[src/rtl/smbx_pkg.sv]
package smbx_pkg;
  typedef enum logic [2:0] {
    OP_START  = 3'd0,
    OP_SEND   = 3'd1,
    OP_RECV   = 3'd2,
    OP_RSTART = 3'd3,
    OP_STOP   = 3'd4
  } bus_op_e;

  localparam logic [4:0] RC_OK     = 5'h00;
  localparam logic [4:0] RC_NAK    = 5'h10;
  localparam logic [4:0] RC_DEVERR = 5'h11;
  localparam logic [4:0] RC_UNSUP  = 5'h19;
  localparam logic [4:0] RC_BUSY   = 5'h1A;

  typedef struct packed {
    logic       valid;
    logic       first_rd;
    logic       send_cmd;
    logic       send_cnt;
    logic       rx_en;
    logic       rx_cnt;
    logic [7:0] nwr;
    logic [7:0] nrd;
  } xact_desc_t;
endpackage

[src/rtl/smbx_decode.sv]
module smbx_decode
  import smbx_pkg::*;
#(
  parameter int DATA_BYTES = 32
) (
  input  logic [7:0]  code,
  input  logic [7:0]  cnt_reg,
  output xact_desc_t  desc
);
  localparam logic [7:0] LIM_FULL  = 8'(DATA_BYTES);
  localparam logic [7:0] LIM_SHORT = 8'(DATA_BYTES - 1);

  logic [6:0] c;
  logic [7:0] len_full, len_short;

  assign c         = code[6:0];
  assign len_full  = (cnt_reg > LIM_FULL)  ? LIM_FULL  : cnt_reg;
  assign len_short = (cnt_reg > LIM_SHORT) ? LIM_SHORT : cnt_reg;

  always_comb begin
    desc       = '0;
    desc.valid = 1'b1;
    case (c)
      7'h02, 7'h03: desc.first_rd = c[0];
      7'h04: desc.send_cmd = 1'b1;
      7'h05: begin desc.first_rd = 1'b1; desc.rx_en = 1'b1; desc.nrd = 8'd1; end
      7'h06: begin desc.send_cmd = 1'b1; desc.nwr = 8'd1; end
      7'h07: begin desc.send_cmd = 1'b1; desc.rx_en = 1'b1; desc.nrd = 8'd1; end
      7'h08: begin desc.send_cmd = 1'b1; desc.nwr = 8'd2; end
      7'h09: begin desc.send_cmd = 1'b1; desc.rx_en = 1'b1; desc.nrd = 8'd2; end
      7'h0A: begin desc.send_cmd = 1'b1; desc.send_cnt = 1'b1; desc.nwr = len_full; end
      7'h0B: begin desc.send_cmd = 1'b1; desc.rx_en = 1'b1; desc.rx_cnt = 1'b1; end
      7'h0C: begin
        desc.send_cmd = 1'b1; desc.nwr = 8'd2; desc.rx_en = 1'b1; desc.nrd = 8'd2;
      end
      7'h0D: begin
        desc.send_cmd = 1'b1; desc.send_cnt = 1'b1; desc.nwr = len_short;
        desc.rx_en = 1'b1; desc.rx_cnt = 1'b1;
      end
      7'h4A: begin desc.send_cmd = 1'b1; desc.nwr = len_full; end
      7'h4B: begin desc.send_cmd = 1'b1; desc.rx_en = 1'b1; desc.nrd = len_full; end
      default: desc.valid = 1'b0;
    endcase
  end
endmodule

[src/rtl/smbx_regfile.sv]
module smbx_regfile #(
  parameter int DATA_BYTES = 32,
  parameter int AW = 6
) (
  input  logic          clk,
  input  logic          rst_n,
  input  logic [AW-1:0] host_addr,
  input  logic [7:0]    host_wdata,
  input  logic          host_we,
  input  logic          idle,
  output logic [7:0]    host_rdata,
  input  logic [7:0]    sts_byte,
  output logic [7:0]    prot_q,
  output logic [7:0]    addr_q,
  output logic [7:0]    cmd_q,
  output logic [7:0]    bcnt_q,
  input  logic [7:0]    tx_idx,
  output logic [7:0]    tx_byte,
  input  logic          eng_dwe,
  input  logic [7:0]    eng_didx,
  input  logic [7:0]    eng_dbyte,
  input  logic          eng_cwe,
  input  logic [7:0]    eng_cnt
);
  localparam int IW     = (DATA_BYTES > 1) ? $clog2(DATA_BYTES) : 1;
  localparam int A_DATA = 4;
  localparam int A_BCNT = A_DATA + DATA_BYTES;
  localparam int A_ALA  = A_BCNT + 1;
  localparam int A_ALD0 = A_BCNT + 2;
  localparam int A_ALD1 = A_BCNT + 3;

  logic [7:0] mem [DATA_BYTES];
  logic [7:0] ala_q, ald0_q, ald1_q;
  logic       wr_ok, in_data;
  logic [AW-1:0] off;

  assign wr_ok   = host_we && idle;
  assign off     = host_addr - AW'(A_DATA);
  assign in_data = (host_addr >= AW'(A_DATA)) && (host_addr < AW'(A_BCNT));
  assign tx_byte = mem[tx_idx[IW-1:0]];

  always_ff @(posedge clk or negedge rst_n) begin
    if (!rst_n) begin
      prot_q <= '0; addr_q <= '0; cmd_q <= '0; bcnt_q <= '0;
      ala_q <= '0; ald0_q <= '0; ald1_q <= '0;
      for (int i = 0; i < DATA_BYTES; i++) mem[i] <= '0;
    end else begin
      if (wr_ok) begin
        if (host_addr == AW'(0))      prot_q <= host_wdata;
        if (host_addr == AW'(2))      addr_q <= host_wdata;
        if (host_addr == AW'(3))      cmd_q  <= host_wdata;
        if (host_addr == AW'(A_BCNT)) bcnt_q <= host_wdata;
        if (host_addr == AW'(A_ALA))  ala_q  <= host_wdata;
        if (host_addr == AW'(A_ALD0)) ald0_q <= host_wdata;
        if (host_addr == AW'(A_ALD1)) ald1_q <= host_wdata;
        if (in_data) mem[off[IW-1:0]] <= host_wdata;
      end
      if (eng_dwe) mem[eng_didx[IW-1:0]] <= eng_dbyte;
      if (eng_cwe) bcnt_q <= eng_cnt;
    end
  end

  always_comb begin
    host_rdata = 8'h00;
    if (in_data)                        host_rdata = mem[off[IW-1:0]];
    else if (host_addr == AW'(0))       host_rdata = prot_q;
    else if (host_addr == AW'(1))       host_rdata = sts_byte;
    else if (host_addr == AW'(2))       host_rdata = addr_q;
    else if (host_addr == AW'(3))       host_rdata = cmd_q;
    else if (host_addr == AW'(A_BCNT))  host_rdata = bcnt_q;
    else if (host_addr == AW'(A_ALA))   host_rdata = ala_q;
    else if (host_addr == AW'(A_ALD0))  host_rdata = ald0_q;
    else if (host_addr == AW'(A_ALD1))  host_rdata = ald1_q;
  end

  // host writes must not land in storage while a run is in progress
  assert_locked_R12: assert property (@(posedge clk) disable iff (!rst_n)
    (host_we && !idle && host_addr == AW'(3)) |=> $stable(cmd_q));
endmodule

[src/rtl/smbx_seq.sv]
module smbx_seq
  import smbx_pkg::*;
#(
  parameter int DATA_BYTES = 32
) (
  input  logic        clk,
  input  logic        rst_n,
  input  logic        launch_we,
  input  xact_desc_t  desc,
  input  logic [7:0]  addr_q,
  input  logic [7:0]  cmd_q,
  input  logic [7:0]  tx_byte,
  output logic [7:0]  tx_idx,
  output logic        op_valid,
  input  logic        op_ready,
  output bus_op_e     op_kind,
  output logic [7:0]  op_byte,
  output logic        op_nack,
  input  logic [7:0]  op_rbyte,
  input  logic        op_nak,
  output logic        eng_dwe,
  output logic [7:0]  eng_didx,
  output logic [7:0]  eng_dbyte,
  output logic        eng_cwe,
  output logic [7:0]  eng_cnt,
  output logic        busy,
  output logic [7:0]  sts_byte
);
  localparam logic [7:0] LIM = 8'(DATA_BYTES);

  typedef enum logic [3:0] {
    ST_IDLE, ST_START, ST_ADDR1, ST_CMD, ST_CNT, ST_WDATA,
    ST_RSTART, ST_ADDR2, ST_RCNT, ST_RDATA, ST_STOP
  } st_e;

  st_e        st, after_w, after_cnt, after_cmd, rx_entry;
  xact_desc_t d;
  logic [7:0] idx, nrd_q;
  logic       done_q, hs, cnt_ok;
  logic [4:0] code_q, pend_q;

  assign hs        = op_valid && op_ready;
  assign busy      = (st != ST_IDLE);
  assign cnt_ok    = (op_rbyte != 8'd0) && (op_rbyte <= LIM);
  assign after_w   = d.rx_en ? ST_RSTART : ST_STOP;
  assign after_cnt = (d.nwr != 8'd0) ? ST_WDATA : after_w;
  assign after_cmd = d.send_cnt ? ST_CNT : after_cnt;
  assign rx_entry  = d.rx_cnt ? ST_RCNT : ((d.nrd != 8'd0) ? ST_RDATA : ST_STOP);
  assign sts_byte  = {done_q, 2'b00, code_q};
  assign tx_idx    = idx;
  assign eng_dwe   = hs && (st == ST_RDATA);
  assign eng_didx  = idx;
  assign eng_dbyte = op_rbyte;
  assign eng_cwe   = hs && (st == ST_RCNT) && cnt_ok;
  assign eng_cnt   = op_rbyte;

  always_comb begin
    op_valid = busy;
    op_kind  = OP_SEND;
    op_byte  = 8'h00;
    op_nack  = 1'b0;
    case (st)
      ST_START:  op_kind = OP_START;
      ST_ADDR1:  op_byte = {addr_q[7:1], d.first_rd};
      ST_CMD:    op_byte = cmd_q;
      ST_CNT:    op_byte = d.nwr;
      ST_WDATA:  op_byte = tx_byte;
      ST_RSTART: op_kind = OP_RSTART;
      ST_ADDR2:  op_byte = {addr_q[7:1], 1'b1};
      ST_RCNT:   op_kind = OP_RECV;
      ST_RDATA:  begin op_kind = OP_RECV; op_nack = (idx == nrd_q - 8'd1); end
      ST_STOP:   op_kind = OP_STOP;
      default:   op_kind = OP_SEND;
    endcase
  end

  always_ff @(posedge clk or negedge rst_n) begin
    if (!rst_n) begin
      st <= ST_IDLE; d <= '0; idx <= '0; nrd_q <= '0;
      done_q <= 1'b0; code_q <= RC_OK; pend_q <= RC_OK;
    end else if (launch_we && !busy) begin
      if (desc.valid) begin
        done_q <= 1'b0; code_q <= RC_OK; pend_q <= RC_OK;
        d <= desc; idx <= '0; nrd_q <= desc.nrd; st <= ST_START;
      end else begin
        done_q <= 1'b1; code_q <= RC_UNSUP;
      end
    end else begin
      if (launch_we) code_q <= RC_BUSY;
      if (hs) begin
        case (st)
          ST_START: st <= ST_ADDR1;
          ST_ADDR1: begin
            if (op_nak) begin pend_q <= RC_NAK; st <= ST_STOP; end
            else if (d.first_rd) st <= (d.rx_en && d.nrd != 8'd0) ? ST_RDATA : ST_STOP;
            else st <= d.send_cmd ? ST_CMD : after_cmd;
          end
          ST_CMD, ST_CNT: begin
            if (op_nak) begin pend_q <= RC_DEVERR; st <= ST_STOP; end
            else st <= (st == ST_CMD) ? after_cmd : after_cnt;
          end
          ST_WDATA: begin
            if (op_nak) begin pend_q <= RC_DEVERR; st <= ST_STOP; end
            else if (idx == d.nwr - 8'd1) begin idx <= '0; st <= after_w; end
            else idx <= idx + 8'd1;
          end
          ST_RSTART: st <= ST_ADDR2;
          ST_ADDR2: begin
            if (op_nak) begin pend_q <= RC_NAK; st <= ST_STOP; end
            else st <= rx_entry;
          end
          ST_RCNT: begin
            if (!cnt_ok) begin pend_q <= RC_DEVERR; st <= ST_STOP; end
            else begin nrd_q <= op_rbyte; idx <= '0; st <= ST_RDATA; end
          end
          ST_RDATA: begin
            if (idx == nrd_q - 8'd1) st <= ST_STOP;
            else idx <= idx + 8'd1;
          end
          ST_STOP: begin done_q <= 1'b1; code_q <= pend_q; st <= ST_IDLE; end
          default: st <= ST_IDLE;
        endcase
      end
    end
  end

  assert_op_hold_R2: assert property (@(posedge clk) disable iff (!rst_n)
    (op_valid && !op_ready) |=> (op_valid && $stable(op_kind) && $stable(op_byte) && $stable(op_nack)));

  assert_addr_nak_stop_R10: assert property (@(posedge clk) disable iff (!rst_n)
    (hs && (st == ST_ADDR1 || st == ST_ADDR2) && op_nak) |=> (op_valid && op_kind == OP_STOP));

  assert_unsup_R13: assert property (@(posedge clk) disable iff (!rst_n)
    (launch_we && !busy && !desc.valid) |=> (done_q && code_q == RC_UNSUP && !op_valid));

  assert_busy_code_R12: assert property (@(posedge clk) disable iff (!rst_n)
    (launch_we && busy && !(hs && st == ST_STOP)) |=> (code_q == RC_BUSY && !done_q));

  assert_done_source_R11: assert property (@(posedge clk) disable iff (!rst_n)
    $rose(done_q) |-> ($past(hs && st == ST_STOP) || $past(launch_we && !busy)));
endmodule

[src/rtl/smbus_xact_engine.sv]
module smbus_xact_engine
  import smbx_pkg::*;
#(
  parameter int DATA_BYTES = 32,
  localparam int AW = $clog2(DATA_BYTES + 8)
) (
  input  logic          clk,
  input  logic          rst_n,
  input  logic [AW-1:0] reg_addr,
  input  logic [7:0]    reg_wdata,
  input  logic          reg_we,
  output logic [7:0]    reg_rdata,
  output logic          op_valid,
  input  logic          op_ready,
  output logic [2:0]    op_kind,
  output logic [7:0]    op_byte,
  output logic          op_nack,
  input  logic [7:0]    op_rbyte,
  input  logic          op_nak,
  output logic          pec_req
);
  xact_desc_t desc;
  bus_op_e    kind_e;
  logic [7:0] prot_q, addr_q, cmd_q, bcnt_q, tx_idx, tx_byte, sts_byte;
  logic [7:0] eng_didx, eng_dbyte, eng_cnt;
  logic       eng_dwe, eng_cwe, busy, launch_we;

  assign launch_we = reg_we && (reg_addr == AW'(0));
  assign op_kind   = kind_e;
  assign pec_req   = busy && prot_q[7];

  smbx_decode #(.DATA_BYTES(DATA_BYTES)) u_dec (
    .code(reg_wdata), .cnt_reg(bcnt_q), .desc(desc));

  smbx_regfile #(.DATA_BYTES(DATA_BYTES), .AW(AW)) u_regs (
    .clk(clk), .rst_n(rst_n), .host_addr(reg_addr), .host_wdata(reg_wdata),
    .host_we(reg_we), .idle(!busy), .host_rdata(reg_rdata), .sts_byte(sts_byte),
    .prot_q(prot_q), .addr_q(addr_q), .cmd_q(cmd_q), .bcnt_q(bcnt_q),
    .tx_idx(tx_idx), .tx_byte(tx_byte), .eng_dwe(eng_dwe), .eng_didx(eng_didx),
    .eng_dbyte(eng_dbyte), .eng_cwe(eng_cwe), .eng_cnt(eng_cnt));

  smbx_seq #(.DATA_BYTES(DATA_BYTES)) u_seq (
    .clk(clk), .rst_n(rst_n), .launch_we(launch_we), .desc(desc),
    .addr_q(addr_q), .cmd_q(cmd_q), .tx_byte(tx_byte), .tx_idx(tx_idx),
    .op_valid(op_valid), .op_ready(op_ready), .op_kind(kind_e), .op_byte(op_byte),
    .op_nack(op_nack), .op_rbyte(op_rbyte), .op_nak(op_nak),
    .eng_dwe(eng_dwe), .eng_didx(eng_didx), .eng_dbyte(eng_dbyte),
    .eng_cwe(eng_cwe), .eng_cnt(eng_cnt), .busy(busy), .sts_byte(sts_byte));

  assert_pec_idle_R14: assert property (@(posedge clk) disable iff (!rst_n)
    !op_valid |-> !pec_req);
endmodule

[config.mk]
export PLATFORM = sky130hd
export DESIGN_NAME = smbus_xact_engine
export DESIGN_NICKNAME = d
export VERILOG_FILES = /design/src/rtl/smbx_pkg.sv /design/src/rtl/smbx_decode.sv /design/src/rtl/smbx_regfile.sv /design/src/rtl/smbx_seq.sv /design/src/rtl/smbus_xact_engine.sv
export SDC_FILE = /design/constraint.sdc
export NUM_CORES = 1
export LEC_CHECK = 0
export ABC_AREA = 0
export BUFFER_PORTS_ARGS = -buffer_cell sky130_fd_sc_hd__buf_2
export CORE_UTILIZATION = 40
export DETAILED_ROUTE_END_ITERATION = 10
export SYNTH_ARGS = -nofsm -noshare
export SYNTH_HDL_FRONTEND = slang
export SYNTH_SLANG_ARGS = --single-unit
[constraint.sdc]
create_clock -name clk -period 3.5 [get_ports clk]
set_input_delay 0.525 -clock clk [delete_from_list [all_inputs] [get_ports clk]]
set_output_delay 0.525 -clock clk [all_outputs]
set_load 0.01 [all_outputs]
## Yosys cells after proc, flatten, opt, wreduce, memory -nomap -nowiden

Cells that the tools add are included.

| storage, ports and cells | value |
|---|---|
| register bits | 364 |
| input bits | 27 |
| output and inout bits | 22 |

| cells by class | value |
|---|---|
| bitwise gates (word level) | 2 |
| $lt $le $gt $ge | 9 |
| $add $sub $neg | 4 |
| equality and inequality tests | 42 |
| reductions and logical operators | 54 |
| multiplexer cells | 89 |

Operators with widths:

| kind | number |
|---|---|
| 256-bit two-way mux | 3 |
| 256-bit bitwise mux | 2 |
| 8-bit two-way mux | 32 |
| 8-bit binary-select mux with 5-bit select | 2 |
| 8-bit demux with 5-bit select | 2 |
| 4-bit two-way mux | 16 |
| 5-bit two-way mux | 11 |
| 8-bit case mux with 3 select lines | 2 |
| 7-bit by 4-bit == test with 1-bit output (second input constant) | 6 |
| 8-bit case mux with 5 select lines | 1 |
| 4-bit case mux with 8 select lines | 1 |
| 8-bit case mux with 4 select lines | 1 |
| 7-bit by 3-bit == test with 1-bit output (second input constant) | 4 |
| 6-bit == test (second input constant) | 4 |
| 8-bit nonzero test | 3 |
| 2-bit OR reduction | 10 |
| 2-bit AND reduction | 9 |
| 4-bit by 3-bit == test with 1-bit output (second input constant) | 4 |
| 8-bit == test | 2 |
| 8-bit by 1-bit subtractor with 8-bit output (second input constant) | 2 |
| 5-bit case mux with 3 select lines | 1 |
| 7-bit by 2-bit == test with 1-bit output (second input constant) | 2 |
| 7-bit == test (second input constant) | 2 |
| 14-bit OR reduction | 1 |
| 34 further kinds | 77 |

## Depth between registers and ports, before layout

| logic depth | value |
|---|---|
| depth after elaboration | 11 |
| gate-level depth with buffers | 11 |
| mapped depth without buffers | 9 |

## By module

Synthesis repeated with hierarchy kept, for this count alone.

| second synthesis, totals | value |
|---|---|
| cell total of the unflattened synthesis | 2208 |
| area, all modules | 23475.0 um^2 |

Modules (own cells, without submodules):

| module | cells an instance | area an instance (um^2) | instances |
|---|---|---|---|
| smbx_regfile | 1718 | 19332.3 | 1 |
| smbx_seq | 412 | 3617.2 | 1 |
| smbx_decode | 74 | 493.0 | 1 |
| smbus_xact_engine | 4 | 32.5 | 1 |

## Least setup slack after synthesis

OpenSTA, ideal clock, no wires.

| timing | value |
|---|---|
| path type | input -> output |
| from | input reg_addr[0] |
| to | output reg_rdata[4] |
| data required time | 2.975 ns |
| arrival | 2.409 ns |
| slack | 0.566 ns |
| buffers on the path | 3 |
| stages on the path | 8 |
| path through | buf_2 > buf_2 > buf_2 > mux4_2 > nand2_1 > nand2_1 > a221oi_1 > a21oi_1 |

| on the way | value |
|---|---|
| longest elaborated chain between the ends | 10 |
| elaborated cells on any way between the ends | 25 |
| those cells by class | add/sub (1); order compare (2); eq/ne (7); mux (12); bitwise (1); reduce/logical (2) |

Ends and longest elaborated chain:

| element | RTL line | text |
|---|---|---|
| start, declared | smbus_xact_engine.sv:9 | `input logic [AW-1:0] reg_addr,` |
| branches (longest 9 deep; another with 5-bit by 3-bit subtractor with 5-bit output) | -- |  |
| 8-bit two-way mux (*) | smbx_regfile.sv:65 | `if (in_data) host_rdata = mem[off[IW-1:0]];` |
| end, declared | smbus_xact_engine.sv:12 | `output logic [7:0] reg_rdata,` |

Mark *: on every way between the ends. The select of a mux whose other input is x is not followed.

## Worst setup path after layout

| timing | value |
|---|---|
| from | register u_seq.idx[0], in the netlist u_seq.eng_didx[0] |
| to | output op_byte[2] |

| on the way | value |
|---|---|
| longest elaborated chain between the ends | 5 |

Ends and longest elaborated chain:

| element | RTL line | text |
|---|---|---|
| start, declared | smbx_seq.sv:38 | `logic [7:0] idx, nrd_q;` |
| start signal, assigned | smbx_seq.sv:105 | `else idx <= idx + 8'd1;` |
| start signal, assigned | smbx_seq.sv:118 | `else idx <= idx + 8'd1;` |
| 5-bit inverter with 6-bit output (implied by the code) | smbx_regfile.sv:40 | `assign tx_byte = mem[tx_idx[IW-1:0]];` |
| 8-bit binary-select mux with 5-bit select | smbx_regfile.sv:40 |  |
| 8-bit two-way mux (implied by the code) (2 in a row) | smbx_regfile.sv:40 |  |
| 8-bit case mux with 5 select lines | smbx_seq.sv:62 | `case (st)` |
| end, declared | smbus_xact_engine.sv:16 | `output logic [7:0] op_byte,` |

Every way passes these cells. The select of a mux whose other input is x is not followed.

==> results.toml <==
[floorplanning]
start_util = 0.404
die_area_um2 = 57800
rows = 87
die_h_um = 240
ios = 49
fp.dieW_um = 240
core_um2 = 56300

[placement]
dp.cells = 2954
pre_cts_slack_ns = 0.186
place.gp.congestion = 0.977
dp_hpwl_um = 54100
port_buffers = 48
dpl_cell_area_um2 = 24300

[worst_hold_path]
hp-class = "in2reg"
whs_path_depth = 3

[timing]
relSlewSlack = 0.218
period_needed_ns = 3.60
fmax_ghz = 0.278
hold_viol = 0
worst_slew_pin_slew_ns = 1.17
fin_worst_skew_ns = 0.0213
fin_ws_ns = -0.0975
final.period_utilization = 1.03
setup_viol = 7
slew_viol_final = 0
rsz0062_at_grt = "true"

[synth]
synth_edf_count = 0
synth_area_per_cell_um2 = 10.2
synthesis.area_um2 = 22700
syn_nets = 2268
netlist_instances = 2231
yosysSeqAreaShare = 0.397
ys_warn_count = 0
yosysUniqueCellTypes = 80
async_flop_share = 1.00
synth-seq-cells = 361
synth_top_flop_cell = "dfrtp_1"

[layout]
drive_gt1_frac = 0.227
syn_to_final_growth_pct = 14.4
fin_area_um2 = 26000
insertedDiodeCount = 0
nNetsFinal = 2290
final_cells = 3043

[critical_path]
rr_worst_depth = 7
crit_fanout = 8
end_kind = "output pin"
cp.arrival_ns = 3.07
worstSetupPathType = "reg2out"
cp-start-kind = "flop"
cp_data_required_time_ns = 2.97

[route]
drt_iter0_drc = 2205
drc = 0
vias_per_cell = 6.21
ant_nets = 0
drtPass1Iterations = 7
wire_per_inst_um = 26.6
vias = 18900
routed_wl_um = 81000

[global_route]
grt_usage = 0.283
grt_antenna_before_repair = 2
grt_pass1_wl_um = 121000
grt_max_degree = 83
first_global_vias = 18200
grt_overflow = 0

[outcome]
status = "finished, violations left"
violations = "negative setup slack"

[run]
drv_cap = 0

[clock_tree]
htree_levels = 2
cts_tree = "done"
clk_pin_slew_ns = 0.07
clockBufferDepth = 3
clk_root_buffer_cell = "clkbuf_16"
clock_latency_ns = 0.59
clock_sinks = 361
cts_inserted_buffers = 43

[power]
pwr_density_cell_nw_per_um2 = 648
leakage_nw = 10.8
ir_worst_vdd_mv = 0.338
stage by stage:
| stage | utilization | hold WS (ns) | total power [mW] | setup TNS (ns) |
|---|---|---|---|---|
| 2_1_floorplan | - | 0.229 | 9.75 | 0 |
| 3_3_place_gp | 0.431 | 0.453 | 11.6 | 0 |
| 3_5_place_dp | 0.431 | 0.465 | 11.8 | 0 |
| 4_1_cts | 0.461 | 0.308 | 16.7 | -0.170 |
| 5_1_grt | 0.462 | 0.339 | 17.5 | -0.371 |
| 6_report | 0.462 | 0.346 | 16.9 | -0.275 |
cells in the final DEF (no fill, tap or decap), types with 13 or more instances in the layout:
master and count:
buf_2 45, buf_12 14, nor2_4 32, buf_4 107, mux4_2 144, xnor2_1 13
nor2_1 327, clkbuf_16 44, o21ai_0 38, mux2_2 39, and3_1 20, nand3_1 24
dfrtp_1 358, nor3_1 19, inv_1 15, nor2b_1 20, a22oi_1 19, mux2i_1 271
nand2_1 171, a22oi_2 18, a21oi_1 294
cell type report:
| type | count | area, um^2 |
|---|---|---|
| fill | 5233 | 30300 |
| multi-input combinational | 1655 | 13100 |
| sequential | 361 | 9040 |
| timing repair buffer | 176 | 1480 |
| clock buffer | 65 | 1290 |
| tap | 756 | 946 |
| clock inverter | 14 | 140 |
| inverter | 16 | 60.1 |
logic make-up after synthesis:
| kind of cell | after synthesis | share of synthesized area |
|---|---|---|
| compound gates | 486 | 0.126 |
| xor+xnor | 24 | 0.00924 |
| buf+inv | 215 | 0.0376 |
| mux | 454 | 0.281 |
| flops | 361 | 0.397 |
| fa+ha+maj | 10 | 0.00550 |
| simple gates | 681 | 0.143 |
path summary, 6_finish.rpt:
| check | start | endpoint | slack [ns] |
|---|---|---|---|
| max | u_seq.eng_didx[0]$_DFFE_PN0P_ | op_byte[2] | -0.1 |
| min | op_ready | u_seq.pend_q[0]$_DFFE_PN0P_ | 0.35 |
| max reg2reg | u_seq.st[2]$_DFFE_PN0P_ | u_regs.mem[198]$_DFF_PN0_ | 0.71 |
| min reg2reg | u_regs.prot_q[0]$_DFFE_PN0P_ | u_regs.prot_q[0]$_DFFE_PN0P_ | 0.48 |
| max in group asynchronous | rst_n | u_regs.mem[195]$_DFF_PN0_ | 1.95 |
| min in group asynchronous | rst_n | u_regs.mem[30]$_DFF_PN0_ | 0.53 |
routing by layer:
layer  GRT usage  up-vias  part of all wire  routed length [um]
li1            -     8185                 -                   -
met1       0.385     9515              0.41               33200
met2       0.446      995              0.46               37100
met3      0.0432      199             0.082                6640
met4       0.127        4             0.049                3960
met5           0        -           0.00044                  36
power by group:
part	internal, mW	total, mW	switching, mW
sequential	5.23	6.32	1.09
combinational	2.84	5.95	3.11
clock	2.70	4.59	1.90
total	10.8	16.9	6.10
registers in the layout, summed over array words and instances, names as in the netlist:
| name | count |
|---|---|
| u_seq.done_q | 1 |
| u_regs.ala_q | 8 |
| u_regs.addr_q | 8 |
| u_regs.ald1_q | 8 |
| u_seq.nrd_q | 8 |
| u_seq.st | 4 |
| u_regs.ald0_q | 8 |
| u_seq.pend_q | 2 |
| u_regs.mem | 256 |
| u_seq.eng_didx | 8 |
| u_regs.cmd_q | 8 |
| u_regs.bcnt_q | 8 |
| u_seq.code_q | 5 |
| u_seq.d | 21 |
| u_regs.prot_q | 8 |
synth_stat cells, types with 9 or more instances:
cell / instances / area (um^2)
nor2_1: 327 / 1230
dfrtp_1: 361 / 9030
clkbuf_1: 153 / 574
a21oi_1: 301 / 1510
xnor2_1: 14 / 123
a22oi_1: 37 / 278
a32oi_1: 9 / 78.8
a31oi_1: 11 / 68.8
mux2i_1: 271 / 2710
nand2b_1: 10 / 62.6
nand2_1: 171 / 642
o21ai_0: 38 / 190
nor3_1: 19 / 95.1
o21ai_1: 10 / 50.1
and3_1: 20 / 125
inv_1: 15 / 56.3
nor4_1: 9 / 56.3
nor2b_1: 20 / 125
mux4_2: 144 / 3240
nor2_4: 32 / 360
xor2_1: 10 / 87.6
nand3_1: 24 / 120
buf_2: 30 / 150
ha_1: 10 / 125
mux2_2: 39 / 439
buf_1: 14 / 52.6
worst max-delay path, stage by stage, from the launching register on:
cell       delay (ns)
dfrtp_4          0.43
buf_6            0.16
buf_12           0.16
mux4_2           0.58
a22oi_1          0.38
o2111ai_2        0.23
a221o_1          0.38
buf_2            0.16
repair_timing:
action | 4_1_cts | 5_1_grt
pin swaps | 7 | 7
setup endpoints to repair | 8 | 8
hold buffers | 1 | 0
cloned | 2 | 0
setup buffers | 7 | 0
resized for setup | 31 | 11
hold endpoints to repair | 51 | 0
Note: power is estimated with default switching activity, not from simulation.
